`config.mk`:
```
export PLATFORM = sky130hd
export DESIGN_NAME = flash_lock_gate
export DESIGN_NICKNAME = d
export VERILOG_FILES = /design/src/rtl/flash_lock_pkg.sv /design/src/rtl/flash_lock_cell.sv /design/src/rtl/flash_lock_bank.sv /design/src/rtl/flash_lock_path.sv /design/src/rtl/flash_lock_gate.sv
export SDC_FILE = /design/constraint.sdc
export NUM_CORES = 1
export LEC_CHECK = 0
export BUFFER_PORTS_ARGS = -buffer_cell sky130_fd_sc_hd__clkbuf_2
export CELL_PAD_IN_SITES_DETAIL_PLACEMENT = 2
export CELL_PAD_IN_SITES_GLOBAL_PLACEMENT = 2
export CORE_MARGIN = 2
export CORE_UTILIZATION = 40
export CTS_CLUSTER_DIAMETER = 100
export DETAILED_ROUTE_END_ITERATION = 8
export GPL_ROUTABILITY_DRIVEN = 0
export PLACE_DENSITY = 0.83
export SYNTH_ARGS = -nofsm -noshare
export SYNTH_HDL_FRONTEND = slang
export SYNTH_SLANG_ARGS = --single-unit
```
`constraint.sdc`:
```
create_clock -name clk -period 2.1 [get_ports clk]
set_clock_uncertainty 0.2 [all_clocks]
set_input_delay 0.315 -clock clk [delete_from_list [all_inputs] [get_ports clk]]
set_output_delay 0.315 -clock clk [all_outputs]
set_load 0.05 [all_outputs]
```
`src/rtl/flash_lock_pkg.sv`:
```
package flash_lock_pkg;
  // Live lock bits; packed so rd_lock is bit 2, frz bit 1, wr_lock bit 0.
  typedef struct packed {
    logic rd_lock;
    logic frz;
    logic wr_lock;
  } lock_t;

  localparam int LOCK_W = $bits(lock_t);
  localparam lock_t LOCK_RST = '{rd_lock: 1'b0, frz: 1'b0, wr_lock: 1'b1};

  localparam logic [1:0] CMD_NOP   = 2'd0;
  localparam logic [1:0] CMD_READ  = 2'd1;
  localparam logic [1:0] CMD_PROG  = 2'd2;
  localparam logic [1:0] CMD_ERASE = 2'd3;
endpackage

```
`src/rtl/flash_lock_cell.sv`:
```
module flash_lock_cell
  import flash_lock_pkg::*;
(
  input  logic  clk,
  input  logic  rst_n,
  input  logic  wr_en,
  input  lock_t wr_val,
  output lock_t state
);
  always_ff @(posedge clk or negedge rst_n) begin
    if (!rst_n) begin
      state <= LOCK_RST;
    end else if (wr_en) begin
      // freeze applies from the next write: current value decides
      if (!state.frz) begin
        state.rd_lock <= wr_val.rd_lock;
        state.wr_lock <= wr_val.wr_lock;
      end
      state.frz <= state.frz | wr_val.frz;
    end
  end
endmodule

```
`src/rtl/flash_lock_bank.sv`:
```
module flash_lock_bank
  import flash_lock_pkg::*;
#(
  parameter int NUM_BLOCKS = 32,
  parameter int DATA_W     = 8,
  localparam int BLK_W     = $clog2(NUM_BLOCKS)
) (
  input  logic              clk,
  input  logic              rst_n,
  input  logic              reg_wr,
  input  logic              reg_rd,
  input  logic [BLK_W-1:0]  reg_addr,
  input  logic [DATA_W-1:0] reg_wdata,
  output logic [DATA_W-1:0] reg_rdata,
  output logic [NUM_BLOCKS-1:0] wl_vec,
  output logic [NUM_BLOCKS-1:0] rl_vec,
  output logic [NUM_BLOCKS-1:0] ld_vec
);
  localparam int PAD_W = DATA_W - LOCK_W;

  lock_t cell_q [NUM_BLOCKS];
  lock_t wr_val;

  assign wr_val = lock_t'(reg_wdata[LOCK_W-1:0]);

  for (genvar g = 0; g < NUM_BLOCKS; g++) begin : g_cell
    flash_lock_cell u_cell (
      .clk    (clk),
      .rst_n  (rst_n),
      .wr_en  (reg_wr && (reg_addr == BLK_W'(g))),
      .wr_val (wr_val),
      .state  (cell_q[g])
    );
    assign wl_vec[g] = cell_q[g].wr_lock;
    assign rl_vec[g] = cell_q[g].rd_lock;
    assign ld_vec[g] = cell_q[g].frz;
  end

  always_ff @(posedge clk or negedge rst_n) begin
    if (!rst_n) begin
      reg_rdata <= '0;
    end else if (reg_rd) begin
      reg_rdata <= {{PAD_W{1'b0}}, cell_q[reg_addr]};
    end
  end
endmodule

```
`src/rtl/flash_lock_path.sv`:
```
module flash_lock_path
  import flash_lock_pkg::*;
#(
  parameter int NUM_BLOCKS = 32,
  parameter int DATA_W     = 8,
  localparam int BLK_W     = $clog2(NUM_BLOCKS)
) (
  input  logic                  clk,
  input  logic                  rst_n,
  input  logic [NUM_BLOCKS-1:0] wl_vec,
  input  logic [NUM_BLOCKS-1:0] rl_vec,
  input  logic                  req_valid,
  output logic                  req_ready,
  input  logic [BLK_W-1:0]      req_blk,
  input  logic [1:0]            req_cmd,
  output logic                  arr_valid,
  input  logic                  arr_ready,
  output logic [BLK_W-1:0]      arr_blk,
  output logic [1:0]            arr_cmd,
  input  logic [DATA_W-1:0]     arr_rdata,
  output logic                  rsp_valid,
  output logic [DATA_W-1:0]     rsp_data,
  output logic                  err_flag,
  input  logic                  clr_err
);
  logic is_mod, blocked, is_nop, dropped, fire, rd_fire;

  assign is_mod    = (req_cmd == CMD_PROG) || (req_cmd == CMD_ERASE);
  assign is_nop    = (req_cmd == CMD_NOP);
  assign blocked   = is_mod && wl_vec[req_blk];
  assign dropped   = blocked || is_nop;
  assign arr_valid = req_valid && !dropped;
  assign arr_blk   = req_blk;
  assign arr_cmd   = req_cmd;
  assign req_ready = dropped ? 1'b1 : arr_ready;
  assign fire      = req_valid && req_ready;
  assign rd_fire   = fire && (req_cmd == CMD_READ);

  always_ff @(posedge clk or negedge rst_n) begin
    if (!rst_n) begin
      rsp_valid <= 1'b0;
      rsp_data  <= '0;
    end else begin
      rsp_valid <= rd_fire;
      if (rd_fire) rsp_data <= rl_vec[req_blk] ? '0 : arr_rdata;
    end
  end

  always_ff @(posedge clk or negedge rst_n) begin
    if (!rst_n)                err_flag <= 1'b0;
    else if (fire && blocked)  err_flag <= 1'b1;
    else if (clr_err)          err_flag <= 1'b0;
  end
endmodule

```
`src/rtl/flash_lock_gate.sv`:
```
module flash_lock_gate
  import flash_lock_pkg::*;
#(
  parameter int NUM_BLOCKS = 32,
  parameter int DATA_W     = 8,
  localparam int BLK_W     = $clog2(NUM_BLOCKS)
) (
  input  logic              clk,
  input  logic              rst_n,
  input  logic              reg_wr,
  input  logic              reg_rd,
  input  logic [BLK_W-1:0]  reg_addr,
  input  logic [DATA_W-1:0] reg_wdata,
  output logic [DATA_W-1:0] reg_rdata,
  input  logic              req_valid,
  output logic              req_ready,
  input  logic [BLK_W-1:0]  req_blk,
  input  logic [1:0]        req_cmd,
  output logic              arr_valid,
  input  logic              arr_ready,
  output logic [BLK_W-1:0]  arr_blk,
  output logic [1:0]        arr_cmd,
  input  logic [DATA_W-1:0] arr_rdata,
  output logic              rsp_valid,
  output logic [DATA_W-1:0] rsp_data,
  output logic              err_flag,
  input  logic              clr_err
);
  logic [NUM_BLOCKS-1:0] wl_vec, rl_vec, ld_vec;

  flash_lock_bank #(.NUM_BLOCKS(NUM_BLOCKS), .DATA_W(DATA_W)) u_bank (
    .clk       (clk),
    .rst_n     (rst_n),
    .reg_wr    (reg_wr),
    .reg_rd    (reg_rd),
    .reg_addr  (reg_addr),
    .reg_wdata (reg_wdata),
    .reg_rdata (reg_rdata),
    .wl_vec    (wl_vec),
    .rl_vec    (rl_vec),
    .ld_vec    (ld_vec)
  );

  flash_lock_path #(.NUM_BLOCKS(NUM_BLOCKS), .DATA_W(DATA_W)) u_path (
    .clk       (clk),
    .rst_n     (rst_n),
    .wl_vec    (wl_vec),
    .rl_vec    (rl_vec),
    .req_valid (req_valid),
    .req_ready (req_ready),
    .req_blk   (req_blk),
    .req_cmd   (req_cmd),
    .arr_valid (arr_valid),
    .arr_ready (arr_ready),
    .arr_blk   (arr_blk),
    .arr_cmd   (arr_cmd),
    .arr_rdata (arr_rdata),
    .rsp_valid (rsp_valid),
    .rsp_data  (rsp_data),
    .err_flag  (err_flag),
    .clr_err   (clr_err)
  );
endmodule

```
==> results.cfg <==
[floorplanning]
die_h_microns = 125
num_rows = 44
core_area_sq_um = 14400
fp.dieW_microns = 125
floorplan.initialDensity_pct = 40.6
die_area_sq_um = 15600
ios = 62

[cells_and_area]
area_growth_pct = 20.7
final_core_util_pct = 49.0
seq_area_sq_um = 2770
multi_input_area_sq_um = 2870
fill_cells = 1401
drive_gt1_share_pct = 44.2
final_cells = 736
final_nets = 582
diodes = 0

[worst_hold_path]
hold_path_depth = 2
min_path_type = primary input to flop

[detailed_routing]
ant_nets = 0
drt-initial-drc-count = 285
wl_microns = 22100
wl_met3_microns = 1030
m1WireLength_microns = 8270
drt_pass1_iterations = 4
drc = 0
wl_met2_microns = 11700
wl_per_cell_microns = 30.1
dr_total_vias = 4456
highest_layer = met4
post_drt_via_cell_ratio = 6.05

[placement]
placed_cells = 707
hpwl_microns = 14600
dp_worst_setup_slack_ns = -0.406
io_buffers = 51

[logic_synthesis]
async_reset_ff_share_pct = 100
postSynthCellCount = 459
synth_area_sq_um = 5830
synth_area_leaders = dfrtp_1 (33%), dfstp_2 (14%), mux2_2 (13%), mux2i_1 (6.5%), mux4_2 (5.4%)
synthFlopType = dfrtp_1
avgSynthCellArea_sq_um = 12.7
netlist-cell-type-count = 42
yosysWarnings = 0
synth_edf_count = 0
synth_top_area_share_pct = 33.0
ys_ff_latch = 109
yosysSeqAreaShare_pct = 47.5
synth_largest_area_cell = dfrtp_1

[grt]
antenna_found_initial = 0
grt_pass1_vias = 5075
grt_pass1_wl_microns = 33800
grt_util_all_layers_pct = 29.3
grt_max_degree = 50
overflow = 0

[worst_setup_path]
endpoint_kind = output port
critPathLaunch = u_bank.g_cell[27].u_cell.state[0]$_DFFE_PN1P_
regToRegEndpoint = u_bank.reg_rdata[0]$_DFFE_PN0P_
r2r_start = u_bank.g_cell[25].u_cell.state[0]$_DFFE_PN1P_
cp.required_ns = 1.58
critPathMaxFanout = 2
r2r_slack_ns = 0.01
crit_type = flop to output port
cp_data_arrival_time_ns = 2.08
start_kind = flop
crit_path_end = req_ready
ff2ff_path_depth = 6

[clocking]
cts.clk_slew.worst_paths_ns = 0.07
tritoncts = done
cts_max_level = 3
cts_buffers = 9
cts.sink_count = 109
max-clock-path-buffers = 2
clk_root_buffer_cell = clkbuf_16
clk_latency_ns = 0.36

[status]
status = complete, but fails checks
violations = setup timing

[power]
powerDensity_nw_per_um2 = 913
leakagePower_uw = 0.00329
vdd_drop_max_mv = 0.653

[timing]
drv_slew = 0
hold_viol_final = 0
fin_ws_ns = -0.498
fin_tns_setup_ns = -0.942
fmax_mhz = 385
fin_crit_sh_pct = 124
post-route-min-period_ns = 2.60
rsz0062_at_grt = yes
setup_viol = 2
slew_headroom_pct = 45.1
tightestPinTransition_ns = 0.821

[run]
drv_cap = 0
Yosys cell counts (7+ instances only):
master	n
a22o_1	8
nand3_1	10
nor2b_1	8
dfstp_2	32
mux4_2	14
buf_4	14
mux2i_1	38
buf_2	8
a22oi_1	16
nand2_1	14
mux2_2	65
clkbuf_1	12
a21o_1	32
mux4_1	8
dfrtp_1	77
nand2b_1	7
nor2_1	11
or3_1	25
o22ai_1	11
nor3_1	10
state kept, by name (all words and copies together) (netlist names):
name / flops
u_bank.g_cell.u_cell.state: 96
u_bank.reg_rdata: 3
u_path.err_flag: 1
u_path.rsp_data: 8
u_path.rsp_valid: 1
worst max-delay path: stages (launching register included):
cell	delay [ns]
dfstp_2	0.59
mux2i_4	0.13
a22oi_2	0.23
nand4_1	0.18
and4_4	0.22
a31oi_4	0.19
buf_8	0.18
stage by stage:
stage                     total power (uW)  hold WS, ns  area, sq um
after floorplan                       3870       -0.181         5890
after global placement                4320       0.0685         6540
after detailed placement              4480       0.0831         6540
after CTS                             6320       0.0346         6990
after global routing                  6670       0.0453         7040
final                                 6430       0.0547         7040
worst min-delay path by stage:
stage / startpoint / slack, ns / end
floorplan: rst_n / -0.18 / u_bank.g_cell[0].u_cell.state[1]$_DFFE_PN0P_
global placement: rst_n / 0.07 / u_bank.g_cell[11].u_cell.state[1]$_DFFE_PN0P_
CTS: arr_rdata[3] / 0.03 / u_path.rsp_data[3]$_DFFE_PN0P_
finish: arr_rdata[3] / 0.05 / u_path.rsp_data[3]$_DFFE_PN0P_
global route: arr_rdata[3] / 0.05 / u_path.rsp_data[3]$_DFFE_PN0P_
detailed placement: rst_n / 0.08 / u_bank.g_cell[11].u_cell.state[1]$_DFFE_PN0P_
layout make-up:
class	count	area share, %
tap	184	3.27
sequential	109	39.3
clock inverter	4	0.675
multi-input combinational	308	40.7
inverter	4	0.213
clock buffer	12	3.64
timing repair buffer	115	12.2
timing repair:
| item | 4_1_cts | 5_1_grt |
|---|---|---|
| hold endpoints to repair | 36 | 0 |
| endpoints found under the setup margin | 2 | 6 |
| hold buffers | 9 | 0 |
| pin swaps | 6 | 2 |
| buffers inserted | 1 | 3 |
| gates resized for setup | 10 | 6 |
report_power, final:
part | switching (uW) | total (uW) | internal, uW
clock network | 795 | 1780 | 988
registers | 409 | 3000 | 2590
logic | 889 | 1640 | 751
total | 2090 | 6430 | 4330
cells by family after synthesis:
group                  after synthesis  synth area share, %
flip-flops                         109                 47.5
AND/OR/NAND/NOR                    103                 9.79
other                                1               0.0643
buffers and inverters               46                 5.02
multiplexers                       126                 28.3
AO/OA/AOI/OAI                       74                 9.38
cell usage in the layout, fill, tap and decap left out, types with 3 or more instances in the layout:
master / n
conb_1: 5
buf_4: 50
a21o_1: 32
nand2_1: 14
buf_12: 6
clkbuf_2: 48
or3_1: 25
a22o_1: 8
mux4_2: 14
nand4_1: 4
a22oi_1: 15
clkbuf_16: 9
inv_1: 4
dfstp_2: 32
nand3_1: 10
o22ai_1: 10
nor3_1: 10
mux2i_1: 36
nand2b_1: 7
dfrtp_1: 77
dlygate4sd3_1: 9
nor2b_1: 7
nor2_1: 11
mux4_1: 8
mux2_2: 65
and2_1: 3
layer usage:
metal  track usage (%)  up-vias
met5                 0        -
met4              14.2        0
met3              4.64       54
met2              52.3      154
met1              34.4     2355
li1                  -     1893
(Power assumes the default switching activity.)
